File: src/rtl/chr_shift_pkg.sv
package chr_shift_pkg;

   // Action applied to the shift register on the next dot
   typedef enum logic [1:0] {
      SH_SHIFT = 2'd0,
      SH_LOAD  = 2'd1,
      SH_CLEAR = 2'd2
   } sh_action_e;

endpackage

File: src/rtl/chr_cell_timer.sv
module chr_cell_timer #(
   parameter int CNT_W = 4
) (
   input  logic             clk,
   input  logic             rst_n,
   input  logic [CNT_W-1:0] width_m1,
   output logic             last_dot
);
   logic [CNT_W-1:0] dot_q;

   assign last_dot = (dot_q == '0);

   always_ff @(posedge clk) begin
      if (!rst_n)        dot_q <= '0;
      else if (last_dot) dot_q <= width_m1;
      else               dot_q <= dot_q - 1'b1;
   end
endmodule

File: src/rtl/chr_phase_counter.sv
module chr_phase_counter #(
   parameter int CNT_W = 4
) (
   input  logic             clk,
   input  logic             rst_n,
   input  logic             restart,
   input  logic [CNT_W-1:0] preset,
   output logic             hit
);
   logic [CNT_W-1:0] cnt_q;
   logic             armed_q;

   // Fires once when the armed count reaches zero
   assign hit = armed_q && (cnt_q == '0);

   always_ff @(posedge clk) begin
      if (!rst_n) begin
         cnt_q   <= '0;
         armed_q <= 1'b0;
      end else if (restart) begin
         cnt_q   <= preset;
         armed_q <= 1'b1;
      end else begin
         if (cnt_q != '0) cnt_q <= cnt_q - 1'b1;
         if (hit)         armed_q <= 1'b0;
      end
   end
endmodule

File: src/rtl/chr_font_shifter.sv
module chr_font_shifter
   import chr_shift_pkg::*;
#(
   parameter int FONT_W    = 8,
   parameter bit MSB_FIRST = 1'b1
) (
   input  logic              clk,
   input  logic              rst_n,
   input  sh_action_e        action,
   input  logic [FONT_W-1:0] font,
   output logic              pix_raw
);
   logic [FONT_W-1:0] sr_q;
   logic [FONT_W-1:0] sr_shifted;

   generate
      if (MSB_FIRST) begin : g_msb
         assign sr_shifted = {sr_q[FONT_W-2:0], 1'b0};
         assign pix_raw    = sr_q[FONT_W-1];
      end else begin : g_lsb
         assign sr_shifted = {1'b0, sr_q[FONT_W-1:1]};
         assign pix_raw    = sr_q[0];
      end
   endgenerate

   always_ff @(posedge clk) begin
      if (!rst_n) sr_q <= '0;
      else begin
         case (action)
            SH_LOAD:  sr_q <= font;
            SH_CLEAR: sr_q <= '0;
            default:  sr_q <= sr_shifted;
         endcase
      end
   end
endmodule

File: src/rtl/chr_pixel_shifter.sv
module chr_pixel_shifter
   import chr_shift_pkg::*;
#(
   parameter int FONT_W    = 8,
   parameter int CNT_W     = 4,
   parameter int MAX_CELL  = 8,
   parameter int MIN_CELL  = 2,
   parameter bit MSB_FIRST = 1'b1
) (
   input  logic              clk,
   input  logic              rst_n,
   input  logic              hde_i,
   input  logic [FONT_W-1:0] font_i,
   input  logic [CNT_W-1:0]  cell_cfg_i,
   input  logic [CNT_W-1:0]  shown_cfg_i,
   input  logic [CNT_W-1:0]  scroll_i,
   output logic              pix_o,
   output logic              fetch_o,
   output logic              cell_end_o
);
   localparam logic [CNT_W-1:0] W_HI = CNT_W'(MAX_CELL - 1);
   localparam logic [CNT_W-1:0] W_LO = CNT_W'(MIN_CELL - 1);

   generate
      if (MIN_CELL < 2 || MAX_CELL < MIN_CELL || MAX_CELL > FONT_W) begin : g_bad_cell
         $error("chr_pixel_shifter: cell size limits out of range");
      end
      if ((1 << CNT_W) < MAX_CELL) begin : g_bad_cnt
         $error("chr_pixel_shifter: CNT_W too narrow for MAX_CELL");
      end
   endgenerate

   logic [CNT_W-1:0] width_m1;
   logic             last_dot;
   logic             blank_hit;
   logic             pix_raw;
   sh_action_e       action;

   always_comb begin
      width_m1 = cell_cfg_i;
      if (cell_cfg_i > W_HI)      width_m1 = W_HI;
      else if (cell_cfg_i < W_LO) width_m1 = W_LO;
   end

   chr_cell_timer #(.CNT_W(CNT_W)) u_timer (
      .clk      (clk),
      .rst_n    (rst_n),
      .width_m1 (width_m1),
      .last_dot (last_dot)
   );

   chr_phase_counter #(.CNT_W(CNT_W)) u_scroll (
      .clk     (clk),
      .rst_n   (rst_n),
      .restart (last_dot),
      .preset  (scroll_i),
      .hit     (fetch_o)
   );

   chr_phase_counter #(.CNT_W(CNT_W)) u_shown (
      .clk     (clk),
      .rst_n   (rst_n),
      .restart (last_dot),
      .preset  (shown_cfg_i),
      .hit     (blank_hit)
   );

   // A load on the same dot as the blanking point wins
   always_comb begin
      if (fetch_o)        action = SH_LOAD;
      else if (blank_hit) action = SH_CLEAR;
      else                action = SH_SHIFT;
   end

   chr_font_shifter #(.FONT_W(FONT_W), .MSB_FIRST(MSB_FIRST)) u_shift (
      .clk     (clk),
      .rst_n   (rst_n),
      .action  (action),
      .font    (font_i),
      .pix_raw (pix_raw)
   );

   assign pix_o      = pix_raw & hde_i;
   assign cell_end_o = last_dot;
endmodule

File: config.mk
export PLATFORM = sky130hd
export DESIGN_NAME = chr_pixel_shifter
export DESIGN_NICKNAME = d
export VERILOG_FILES = /design/src/rtl/chr_shift_pkg.sv /design/src/rtl/chr_cell_timer.sv /design/src/rtl/chr_phase_counter.sv /design/src/rtl/chr_font_shifter.sv /design/src/rtl/chr_pixel_shifter.sv
export SDC_FILE = /design/constraint.sdc
export NUM_CORES = 1
export LEC_CHECK = 0
export BUFFER_PORTS_ARGS = -buffer_cell sky130_fd_sc_hd__buf_4
export CAP_MARGIN = 10
export CORE_ASPECT_RATIO = 1.2
export CORE_MARGIN = 2
export CORE_UTILIZATION = 32
export CTS_CLUSTER_SIZE = 10
export DETAILED_ROUTE_END_ITERATION = 16
export PLACE_DENSITY_LB_ADDON = 0.05
export SETUP_SLACK_MARGIN = 0.1
export SLEW_MARGIN = 20
export SYNTH_ARGS = -nofsm -noshare
export SYNTH_HDL_FRONTEND = slang
export SYNTH_HIERARCHICAL = 1
export SYNTH_SLANG_ARGS = --single-unit
File: constraint.sdc
create_clock -name clk -period 1.8 [get_ports clk]
set_input_delay 0.36 -clock clk [delete_from_list [all_inputs] [get_ports clk]]
set_output_delay 0.36 -clock clk [all_outputs]
set_load 0.05 [all_outputs]
== Word level (Yosys, flattened, before mapping) ==
Cells that the tools add are included.

* Output and inout port bits: 3
* Flip-flop bits (word level): 22
* Logic and storage cells: 39

* Eq/ne operators: 2
* Mux-type cells: 14
* Add/subtract/negate cells: 3
* $lt $le $gt $ge: 2
* Bitwise logic cells: 1
* Reductions and logical operators: 11

{| class="wikitable"
|+ Operators by type and width
! operator !! count
|-
| two-way mux 4 bit || 7
|-
| one-hot mux 8 bit (2 select lines) || 1
|-
| logical NOT 4 bit || 3
|-
| subtractor 4 x 1 -> 4 bit (second input constant) || 3
|-
| nonzero test 2 bit || 4
|-
| nonzero test 4 bit || 2
|-
| > comparator 4 x 3 -> 1 bit (second input constant) || 1
|-
| < comparator 4 x 1 -> 1 bit (second input constant) || 1
|-
| two-way mux 1 bit || 4
|-
| two-way mux 2 bit || 2
|-
| equality test 2 x 1 -> 1 bit (second input constant) || 1
|-
| equality test 2 bit (second input constant) || 1
|-
| logical AND 1 bit || 2
|-
| bitwise AND 1 bit || 1
|}

== Depth between registers and ports, before layout ==
Gate-level depths: netlist (run 1).

* Depth after elaboration: 6
* Gate-level depth with buffers: 9

== By module ==
Netlist (run 1), hierarchy kept.

{| class="wikitable"
|+ By module, submodules not included
! module !! cells each !! seq. area each (µm²) !! area each (µm²) !! times used
|-
| chr_phase_counter || 32 || 100.1 || 277.8 || 2
|-
| chr_font_shifter || 37 || 160.2 || 359.1 || 1
|-
| chr_cell_timer || 23 || 80.1 || 197.7 || 1
|-
| chr_pixel_shifter || 7 || 0.0 || 37.5 || 1
|}

== Least setup slack after synthesis (run 1) ==
Ideal clock, no wire load.

* Path kind: flip-flop to flip-flop
* Start point: reg u_scroll.cnt_q[0]
* End point: reg u_shift.sr_q[1]
* Arrival: 2.198 ns
* Slack: -0.465 ns
* Buffers on the path: 1
* Cell stages (with the launch flop): 10
* Cells stage by stage: dfxtp_1 inv_1 ha_1 nor3b_1 and2_1 nor2b_1 ha_1 buf_6 nand2b_4 o21ai_2

* Word-level cells in the longest chain between the ends: 5
* Elaborated cells between the ends (all ways): 6
* Classes of those cells: eq/ne: 2; mux: 2; reduce/logical: 2

{| class="wikitable"
|+ Ends and longest elaborated chain
! item !! line !! text
|-
| start, declared || chr_phase_counter.sv:10 || <nowiki>logic [CNT_W-1:0] cnt_q;</nowiki>
|-
| start signal, assigned || chr_phase_counter.sv:21 || <nowiki>cnt_q <= preset;</nowiki>
|-
| start signal, assigned || chr_phase_counter.sv:24 || <nowiki>if (cnt_q != '0) cnt_q <= cnt_q - 1'b1;</nowiki>
|-
| logical NOT 4 bit (*) || chr_phase_counter.sv:14 || <nowiki>assign hit = armed_q && (cnt_q == '0);</nowiki>
|-
| logical AND 1 bit (*) || chr_phase_counter.sv:14 ||
|-
| via fetch_o || chr_pixel_shifter.sv:18 || <nowiki>output logic fetch_o,</nowiki>
|-
| two-way mux 2 bit (*) || chr_pixel_shifter.sv:70 || <nowiki>if (fetch_o) action = SH_LOAD;</nowiki>
|-
| via action[1] || chr_pixel_shifter.sv:37 || <nowiki>sh_action_e action;</nowiki>
|-
| equality test 2 bit / equality test 2 x 1 -> 1 bit (equally long branches) || chr_font_shifter.sv:29 || <nowiki>case (action)</nowiki>
|-
| one-hot mux 8 bit (2 select lines) (*) || chr_font_shifter.sv:29 ||
|-
| end signal, assigned || chr_font_shifter.sv:30 || <nowiki>SH_LOAD: sr_q <= font;</nowiki>
|-
| end signal, assigned || chr_font_shifter.sv:32 || <nowiki>default: sr_q <= sr_shifted;</nowiki>
|-
| end, declared || chr_font_shifter.sv:13 || <nowiki>logic [FONT_W-1:0] sr_q;</nowiki>
|}

Mark *: on every way through the listed nets, which the timed path passes. The rest lies on a longest branch.
A chain may end at the register's enable or synchronous reset.

== Final worst setup path (run 1) ==
* Start point: reg u_timer.dot_q[1]
* End point: out cell_end_o

* Word-level cells in the longest chain between the ends: 1

{| class="wikitable"
|+ Ends and longest elaborated chain
! item !! line !! text
|-
| start, declared || chr_cell_timer.sv:9 || <nowiki>logic [CNT_W-1:0] dot_q;</nowiki>
|-
| start signal, assigned || chr_cell_timer.sv:15 || <nowiki>else if (last_dot) dot_q <= width_m1;</nowiki>
|-
| start signal, assigned || chr_cell_timer.sv:16 || <nowiki>else dot_q <= dot_q - 1'b1;</nowiki>
|-
| logical NOT 4 bit || chr_cell_timer.sv:11 || <nowiki>assign last_dot = (dot_q == '0);</nowiki>
|-
| end, declared || chr_pixel_shifter.sv:19 || <nowiki>output logic cell_end_o</nowiki>
|}

No other way between the ends.

==> impl_results.md, run 1 <==
- Status: finished with violations
- Violated checks: design-rule violations, negative setup slack
- PortBufs: 25
- Site row count: 23
- Synth Instances: 131
- Switching share of total power: 36.38%
- Height of the die: 69.67 microns
- Initial antenna violation count: 0
- Initial detailed-routing violation count: 51
- Hold Fails Final Rpt: 0
- DR DRC count: 1
- Fillers: 351
- Drt via density: 5.066
- Max incr delay on CP: 0.39 ns
- Clock power share: 13.8%
- Pint: 0.001660 W
- Worst EP required: 1.44 ns
- Psw: 0.0009493 W
- Final Max Tran Viols: 0
- Dpl hpwl: 1793 microns
- Chain of cells forming the critical path: inv_2, ha_4, or3b_4, clkinvlp_4, buf_8
- H-tree depth: 1
- Synth top area cells: dfxtp_1 38%, ha_1 7.6%, nand3_1 5.7%
- Number of global-route vias before repair: 1,122
- First-pass GRT wire length: 4733 microns
- Share of layout cells above drive strength 1: 48.00%
- Final WS setup: -0.0002035 ns
- Final Power: 0.002609 W
- Cts bufs inserted: 3
- Worst reg2reg path depth: 9
- Worst Skew: 0.006154 ns
- Worst Path Max Fanout: 2
- Worst hold path class: in2reg
- Post-Syn Nets: 161
- Hold Path Depth: 3
- RR Startpoint: u_scroll/cnt_q[0]$_SDFFE_PN0P_
- Post-synthesis cell type with the largest combined area: dfxtp_1
- Setup TNS: -0.0002035 ns
- GRT Util Overall: 14.66%
- Avg Inst Size Synth: 8.778 sq um
- R2r endpoint: u_shift/sr_q[3]$_SDFF_PN0_
- Ys flop type: dfxtp_1
- Final Instance Area: 0.001680 sq mm
- Overflow after GRT: 0
- Comb power frac: 56.9%
- Clk slew on worst S/H paths: 0.08 ns
- Setup violators final: 1
- Max Clock Freq: 0.5555 GHz
- Antenna diodes: 0
- Top cells by count, synth: 22 x dfxtp_1, 15 x inv_1, 13 x nand3_1
- Post-synth EDFFs: 0
- CORE AREA: 0.003396 sq mm
- Largest net degree at the start of global routing: 29
- CTS root buf: clkbuf_8
- Antenna-violating nets left: 0
- Clk Latency, worst-skew pair: 0.26 ns
- Slowest CP cell: or3b_4
- IO Pins: 26
- Peak VDD IR: 677.9 uV
- Async set-or-reset flop fraction in the synthesized netlist: 0%
- Top-count cell post-synth: dfxtp_1
- TritonCTS clock tree: built
- Pre-antenna DRT Iters: 10
- Routed len/inst: 12.47 microns
- Clock Tree Buf Depth: 2
- Clk sink count: 22
- Yosys top cell area share: 38.30%
- Flop-to-flop setup slack: 0.12 ns
- Hold Path Sink: u_shown/cnt_q[2]$_SDFFE_PN0P_
- Area delta synth->final: 46.14%
- Initial Util: 33.86%
- Number of synthesized register bits: 22
- Total die area: 0.004091 sq mm
- Endpoint class of the critical path: output port
- Startpoint types: flop
- Netlist cell types: 33
- Leak pwr: 0.7196 nW
- Placer Congestion: 0.7521
- Flop pwr share: 29.3%
- Total wire length: 2643 microns
- CP Buf/Inv Count: 3
- Fin crit period: 1.800 ns
- RSZ-0062 raised after global routing: true
- Post-synthesis sequential area ratio: 38.30%
- CP top delay family: simple AND/OR/NAND/NOR gates
- Die width: 58.72 microns
- Layout Nets: 206
- Placed cell areas: 0.001461 sq mm
- Max-cap viol count: 0
- Worst Path Arrival: 1.44 ns
- YS warnings: 6
- Hold Crit Start: shown_cfg_i[2]
- Kind of critical path: reg2out
- Post-synthesis cell area: 0.001150 sq mm
- Via count: 1,074
- Part of the cycle the worst path needs: 100.0%
- Pre-CTS WS: -0.002280 ns
- PwrDens: 1553 mW/mm^2
==> cells by family after synthesis <==
kind of cell	count (synthesis)	synth area share (%)
simple gates	54	27.20
compound gates	26	16.43
flops	22	38.30
buf+inv	17	6.855
fa+ha+maj	7	7.617
xor+xnor	2	1.524
mux	2	1.741
other cells	1	0.3261
==> layout by cell type (no fill, tap or decap), drive strengths merged <==
cell and instances:
a211o 2, a211oi 3, a21oi 7, a31oi 1, and2 3, and3 1
buf 42, clkbuf 4, clkinvlp 1, conb 1, dfxtp 22, ha 7
inv 14, mux2i 2, nand2 9, nand2b 2, nand3 13, nand4 4
nand4b 1, nor2 7, nor2b 1, nor3 3, nor3b 2, nor4b 2
o211ai 1, o21ai 9, o21bai 1, o41ai 2, or2 2, or2b 1
or3b 3, xnor2 2
==> routing by layer <==
metal	share of wire, %	GRT usage (%)	wire, microns	vias to the layer above
li1	-	-	-	543
met1	42	17.23	1106	505
met2	53	25.43	1401	24
met3	4.3	1.866	114	2
met4	0.79	6.818	21	0
met5	0	0	0	-
==> worst min-delay path, stage by stage <==
cell     delay, ns
buf_4         0.08
nand3_1       0.06
o41ai_1       0.05
==> flip-flops by register name (all words and copies together) (netlist names) <==
| register | count |
|---|---|
| u_timer/dot_q | 4 |
| u_shown/cnt_q | 4 |
| u_shown/armed_q | 1 |
| u_shift/sr_q | 8 |
| u_scroll/armed_q | 1 |
| u_scroll/cnt_q | 4 |
==> worst max path at each step <==
stage	to	start	cells past startpoint	slack, ns
2_1_floorplan	u_shift/sr_q[1]$_SDFF_PN0_	u_scroll/cnt_q[1]$_SDFFE_PN0P_	9	-0.003
3_3_place_gp	u_shift/sr_q[1]$_SDFF_PN0_	u_shown/cnt_q[0]$_SDFFE_PN0P_	9	0.05
3_5_place_dp	u_shift/sr_q[6]$_SDFF_PN0_	u_shown/cnt_q[0]$_SDFFE_PN0P_	9	-0.002
4_1_cts	cell_end_o	u_timer/dot_q[0]$_SDFF_PN0_	5	-0.03
5_1_grt	cell_end_o	u_timer/dot_q[1]$_SDFF_PN0_	5	-0.06
6_report	cell_end_o	u_timer/dot_q[1]$_SDFF_PN0_	5	-0.0002
==> power by group through the flow <==
stage,logic (W),registers [W],clock network (W)
after detailed placement,0.00118,0.000771,0
after global placement,0.00116,0.000768,0
final,0.00148,0.000765,0.000360
after CTS,0.00140,0.000753,0.000387
after global routing,0.00166,0.000785,0.000401
after floorplan,0.000884,0.000741,0
==> repair_timing <==
item	in CTS	in global routing
pin swaps	5	8
buffers inserted	11	2
hold buffers	0	0
resized for setup	12	4
setup endpoints to repair	9	10
gates cloned	0	0
==> cell type report <==
cell class,count,area (sq um),area share [%]
inverters,15,60.06,3.574
clock buffers,4,55.05,3.276
repair buffers,42,350.3,20.85
multi-input cells,92,720.7,42.89
well taps,37,46.29,2.755
flip-flops and latches,22,447.9,26.66
==> per-stage QoR <==
stage	utilization, %	hold WS, ns	instances
2_1_floorplan	-	0.4196	131
3_3_place_gp	43.04	0.4403	195
3_5_place_dp	43.04	0.4587	195
4_1_cts	48.42	0.3043	210
5_1_grt	49.48	0.3137	212
6_report	49.48	0.3162	212
(Power assumes the default switching activity.)
==> run 2, diff against run 1 <==
- GPL_ROUTABILITY_DRIVEN: not set -> 0
- clock period: 1.8 -> 2 ns (I/O delays scaled with it)
==> run 2 against run 1 <==
Against the previous run:
- worst setup slack improved by 0.14 ns
- die area is the same
- largest cell class unchanged
- combinational power shrank 22%
- non-clock buffer count shrank 6
- utilization decreased by 3.3 points
- clock skew shrank 0.0050 ns
- via count decreased by 3.4%
- critical path type unchanged
- the flow finishes with violations (design-rule violations)
- first-iteration DRC count fell by 39%
==> impl_results.md, run 2 (synthesis gave the netlist of run 1 again) <==
- Worst hold path class: in2reg
- Register Area: 442.9 sq um (-1.1%)
- Max reg flops: 8 (unchanged)
- Clk sink count: 22 (unchanged)
- Max Clock Freq: 0.5378 GHz
- Final Power: 0.002109 W (-19%)
- Fillers: 360 (+2.6%)
- WHS: 0.3591 ns (+0.04295 ns)
- Hold_buf cts: 0 (unchanged)
- CP Launch Point: u_timer/dot_q[0]$_SDFF_PN0_
- Hold Crit Start: shown_cfg_i[2]
- GRT Util Overall: 12.44% (-2.2 points)
- Height of the die: 69.67 microns (unchanged)
- Startpoint types: flop
- Most frequent cells in the layout: 34 x buf_4, 20 x dfxtp_1, 13 x nand3_1
- Kind of critical path: reg2out
- Setup violators final: 0 (-1)
- Final Max Tran Viols: 0 (unchanged)
- TritonCTS clock tree: built
- Share of layout cells above drive strength 1: 38.69% (-9.3 points)
- CP Buf/Inv Count: 3 (unchanged)
- Largest net degree at the start of global routing: 29 (unchanged)
- Wire length on met3: 114 microns (unchanged)
- Worst EP required: 1.60 ns (+0.16 ns)
- Total die area: 0.004091 sq mm (unchanged)
- Part of the cycle the worst path needs: 92.97%
- Routed len/inst: 12.05 microns (-3.3%)
- Initial Util: 33.86% (unchanged)
- Comb power frac: 54.9% (-2.0 points)
- Area delta synth->final: 36.45%
- RSZ-0062 raised after global routing: false
- H-tree depth: 1 (unchanged)
- Worst Skew: 0.001198 ns (-0.004956 ns)
- Pint: 0.001323 W (-20%)
- Final WS setup: 0.1405 ns (+0.1407 ns)
- Dpl hpwl: 1742 microns (-2.9%)
- Initial detailed-routing violation count: 31 (-39%)
- PortBufs: 25 (unchanged)
- Clk slew on worst S/H paths: 0.08 ns (about the same)
- Die width: 58.72 microns (unchanged)
- Overflow after GRT: 0 (unchanged)
- Layout Nets: 200 (-2.9%)
- Clk Latency, worst-skew pair: 0.25 ns (about the same)
- Pre-antenna DRT Iters: 10 (unchanged)
- Status: finished with violations
- Initial antenna violation count: 0 (unchanged)
- Hold Fails Final Rpt: 0 (unchanged)
- Max incr delay on CP: 0.40 ns (about the same)
- Violated checks: design-rule violations
- Worst Path Max Fanout: 3 (+1)
- Number of global-route vias before repair: 964 (-14%)
- Flop pwr share: 32.2% (+2.9 points)
- Clock power share: 12.9% (-0.9 points)
- Slowest CP cell: or3b_4
- Leak pwr: 0.6761 nW (-6.0%)
- Antenna diodes: 0 (unchanged)
- Fin crit period: 1.859 ns
- Psw: 0.0007862 W (-17%)
- Commonest non-fill, non-tap cell in the layout: buf_4
- First-pass GRT wire length: 4029 microns (-15%)
- Antenna-violating nets left: 0 (unchanged)
- Pre-CTS WS: 0.1004 ns (+0.1027 ns)
- Endpoint class of the critical path: output port
- Switching share of total power: 37.28% (+0.89 points)
- DR DRC count: 1 (unchanged)
- PwrDens: 1344 mW/mm^2 (-13%)
- Drt via density: 5.059 (-0.15%)
- Chain of cells forming the critical path: inv_1, ha_2, or3b_4, clkinvlp_4, buf_8
- Via count: 1,037 (-3.4%)
- Cts bufs inserted: 3 (unchanged)
- Peak VDD IR: 829.0 uV (+22%)
- IO Pins: 26 (unchanged)
- Max-cap viol count: 0 (unchanged)
- CTS root buf: clkbuf_8
- WL met1: 1041 microns (-5.9%)
- Largest register by flop count: u_shift/sr_q
- Clock Tree Buf Depth: 2 (unchanged)
- Multi-input gate area: 693.2 sq um (-3.8%)
- Site row count: 23 (unchanged)
- Worst Path Arrival: 1.46 ns (+0.02 ns)
- RR Startpoint: u_shown/cnt_q[0]$_SDFFE_PN0P_
- DR WL met2: 1274 microns (-9.1%)
- Setup TNS: 0 ns (+0.0002035 ns)
- Total wire length: 2471 microns (-6.5%)
- Core Util, Final: 46.20% (-3.3 points)
- CP top delay family: simple AND/OR/NAND/NOR gates
- CORE AREA: 0.003396 sq mm (unchanged)
- DR top layer: met4
==> run 2: cell types whose count changed in the layout (fill, tap and decap cells not counted), sizes merged <==
| cell | previous run | this run |
|---|---|---|
| buf | 42 | 36 |
| clkbuf | 4 | 3 |
==> run 2: metal layers <==
metal | up-vias | global-route usage [%]
met5 | - | 0
met4 | 0 | 6.313
met3 | 4 | 2.612
met2 | 20 | 20.62
met1 | 482 | 14.64
li1 | 531 | -
==> run 2: final timing paths <==
path,to,slack [ns],cells past startpoint
worst max-delay path,cell_end_o,0.14,5
worst min-delay path,u_shown/cnt_q[2]$_SDFFE_PN0P_,0.36,3
worst max register to register,u_shift/sr_q[2]$_SDFF_PN0_,0.22,8
worst min register to register,u_shift/sr_q[6]$_SDFF_PN0_,0.45,2
==> run 2: layout make-up <==
type | count | share of cell area, %
clock buffers | 3 | 2.632
multi-input cells | 92 | 44.18
flip-flops and latches | 22 | 28.23
well taps | 37 | 2.951
inverters | 15 | 3.828
repair buffers | 36 | 18.18
==> run 2: power groups by stage <==
| stage | sequential [W] | combinational (W) | clock, W |
|---|---|---|---|
| 2_1_floorplan | 0.000647 | 0.000736 | 0 |
| 3_3_place_gp | 0.000670 | 0.000955 | 0 |
| 3_5_place_dp | 0.000672 | 0.000969 | 0 |
| 4_1_cts | 0.000673 | 0.00105 | 0.000283 |
| 5_1_grt | 0.000694 | 0.00130 | 0.000300 |
| 6_report | 0.000680 | 0.00116 | 0.000271 |
==> run 2: repair_timing <==
action | in CTS | in global routing
setup endpoints to repair | 9 | 10
resized for setup | 8 | 10
pin swaps | 2 | 3
buffers inserted | 2 | 5
==> run 2: per-stage QoR <==
stage | std cells | area (sq um)
finish | 205 | 1569
global route | 205 | 1569
CTS | 200 | 1488
detailed placement | 195 | 1403
global placement | 195 | 1403
floorplan | 131 | 1161
==> run 2: worst register-to-register path, stage by stage, from the launching register on <==
cell	delay, ns
dfxtp_1	0.33
inv_1	0.10
ha_1	0.20
nor3b_4	0.20
and2_1	0.15
nor2b_4	0.18
ha_4	0.23
nand2b_4	0.19
o21ai_2	0.14
==> run 3, diff against run 2 <==
- HOLD_SLACK_MARGIN: not set -> 0.06
- PLACE_DENSITY: not set -> 0.56
- PLACE_DENSITY_LB_ADDON: 0.05 -> not set
==> run 3 against run 2 <==
Against the previous run:
- the run still ends with design-rule violations left
- cell count stayed put
- global-route usage increased by 0.27 points
- first-iteration DRC count increased by 19%
- highest routed layer unchanged
- largest cell class unchanged
==> impl_results.md, run 3 (synthesis gave the netlist of run 1 again) <==
- Fillers: 328 (-8.9%)
- Overflow after GRT: 0 (unchanged)
- Layout Nets: 200 (unchanged)
- Violated checks: design-rule violations
- Height of the die: 69.67 microns (unchanged)
- Total die area: 0.004091 sq mm (unchanged)
- RSZ-0062 raised after global routing: false
- WHS: 0.3715 ns (+0.01238 ns)
- Part of the cycle the worst path needs: 92.27% (-0.71 points)
- Hold_buf cts: 0 (unchanged)
- CORE AREA: 0.003396 sq mm (unchanged)
- Clk slew on worst S/H paths: 0.08 ns (about the same)
- Clk sink count: 22 (unchanged)
- H-tree depth: 1 (unchanged)
- Worst hold path class: in2reg
- TritonCTS clock tree: built
- Final Power: 0.002141 W (+1.5%)
- Setup violators final: 0 (unchanged)
- Final Max Tran Viols: 0 (unchanged)
- Max reg flops: 8 (unchanged)
- Endpoint class of the critical path: output port
- Largest net degree at the start of global routing: 29 (unchanged)
- Hold Fails Final Rpt: 0 (unchanged)
- Worst EP required: 1.60 ns (about the same)
- Status: finished with violations
- Area delta synth->final: 37.21%
- Flop pwr share: 32.2% (about the same)
- Core Util, Final: 46.46% (+0.26 points)
- Site row count: 23 (unchanged)
- Pre-CTS WS: -0.01509 ns (-0.1155 ns)
- Dpl hpwl: 1736 microns (-0.36%)
- Initial Util: 33.86% (unchanged)
- PwrDens: 1357 mW/mm^2 (+0.95%)
- Number of global-route vias before repair: 997 (+3.4%)
- Die width: 58.72 microns (unchanged)
- Clock Tree Buf Depth: 2 (unchanged)
- Via count: 1,015 (-2.1%)
- Max-cap viol count: 0 (unchanged)
- Pint: 0.001344 W (+1.6%)
- Worst Path Max Fanout: 4 (+1)
- Routed len/inst: 11.77 microns (-2.4%)
- DR DRC count: 4 (+3)
- Switching share of total power: 37.22% (-0.054 points)
- Psw: 0.0007969 W (+1.4%)
- Worst Skew: 0.003326 ns (+0.002128 ns)
- Drt via density: 4.951 (-2.1%)
- Clk Latency, worst-skew pair: 0.26 ns (about the same)
- Worst Path Arrival: 1.45 ns (about the same)
- Fin crit period: 1.845 ns (-0.01416 ns)
- IO Pins: 26 (unchanged)
- Largest register by flop count: u_shift/sr_q
- Cts bufs inserted: 3 (unchanged)
- Kind of critical path: reg2out
- Setup TNS: 0 ns (unchanged)
- Antenna-violating nets left: 0 (unchanged)
- Pre-antenna DRT Iters: 10 (unchanged)
- CTS root buf: clkbuf_8
- GRT Util Overall: 12.71% (+0.27 points)
- Most frequent cells in the layout: 34 x buf_4, 18 x dfxtp_1, 13 x nand3_1
- Commonest non-fill, non-tap cell in the layout: buf_4
- Clock power share: 12.6% (-0.3 points)
- Peak VDD IR: 422.0 uV (-49%)
- Max Clock Freq: 0.5419 GHz (+0.77%)
- First-pass GRT wire length: 4202 microns (+4.3%)
- Initial antenna violation count: 0 (unchanged)
- Antenna diodes: 0 (unchanged)
- Initial detailed-routing violation count: 37 (+19%)
- Final WS setup: 0.1547 ns (+0.01416 ns)
- Comb power frac: 55.2% (+0.3 points)
- Total wire length: 2412 microns (-2.4%)
- Share of layout cells above drive strength 1: 41.67% (+3.0 points)
- Leak pwr: 0.6760 nW (about the same)
- PortBufs: 25 (unchanged)
- Startpoint types: flop
## run 3: path summary, 6_finish.rpt
path / cells after the start / slack, ns / end / start
setup / recovery: 5 / 0.15 / cell_end_o / u_timer/dot_q[0]$_SDFF_PN0_
hold reg to reg: 2 / 0.44 / u_shift/sr_q[6]$_SDFF_PN0_ / u_shift/sr_q[5]$_SDFF_PN0_
setup reg to reg: 8 / 0.19 / u_shift/sr_q[4]$_SDFF_PN0_ / u_scroll/cnt_q[1]$_SDFFE_PN0P_
hold / removal: 3 / 0.37 / u_scroll/cnt_q[2]$_SDFFE_PN0P_ / scroll_i[2]
## run 3: worst max-delay path, cell delays in order (launching register included)
cell	delay, ns
dfxtp_4	0.36
inv_4	0.05
ha_4	0.13
or3b_4	0.39
clkinvlp_4	0.11
buf_8	0.15
## run 3: power by group through the flow
stage                     Sequential, W  Combinational (W)  Clock, W
after floorplan                0.000647           0.000736         0
after global placement         0.000666           0.000890         0
after detailed placement       0.000669           0.000919         0
after CTS                      0.000676            0.00106  0.000283
after global routing           0.000709            0.00132  0.000304
final                          0.000690            0.00118  0.000269
## run 3: cell type report
| cell class | instances | area [sq um] | area share [%] |
|---|---|---|---|
| inverters | 15 | 62.56 | 3.965 |
| clock buffers | 3 | 41.29 | 2.617 |
| repair buffers | 36 | 281.5 | 17.84 |
| well taps | 37 | 46.29 | 2.934 |
| multi-input cells | 92 | 698.2 | 44.25 |
| flip-flops and latches | 22 | 447.9 | 28.39 |
## run 3: repair_timing
| action | in CTS | in global routing |
|---|---|---|
| pin swaps | 2 | 5 |
| setup buffers | 5 | 4 |
| endpoints found under the setup margin | 10 | 11 |
| gates resized for setup | 8 | 17 |
## run 3: routing by layer
layer | routed length, microns | up-vias | GRT usage [%]
li1 | - | 528 | -
met1 | 1027 | 461 | 15.36
met2 | 1234 | 22 | 21.23
met3 | 119 | 4 | 2.985
met4 | 30 | 0 | 4.798
met5 | 0 | - | 0
## run 3: metrics by stage
| step | area (sq um) | instances |
|---|---|---|
| floorplan | 1161 | 131 |
| global route | 1578 | 205 |
| global placement | 1388 | 193 |
| detailed placement | 1388 | 193 |
| CTS | 1499 | 201 |
| finish | 1578 | 205 |
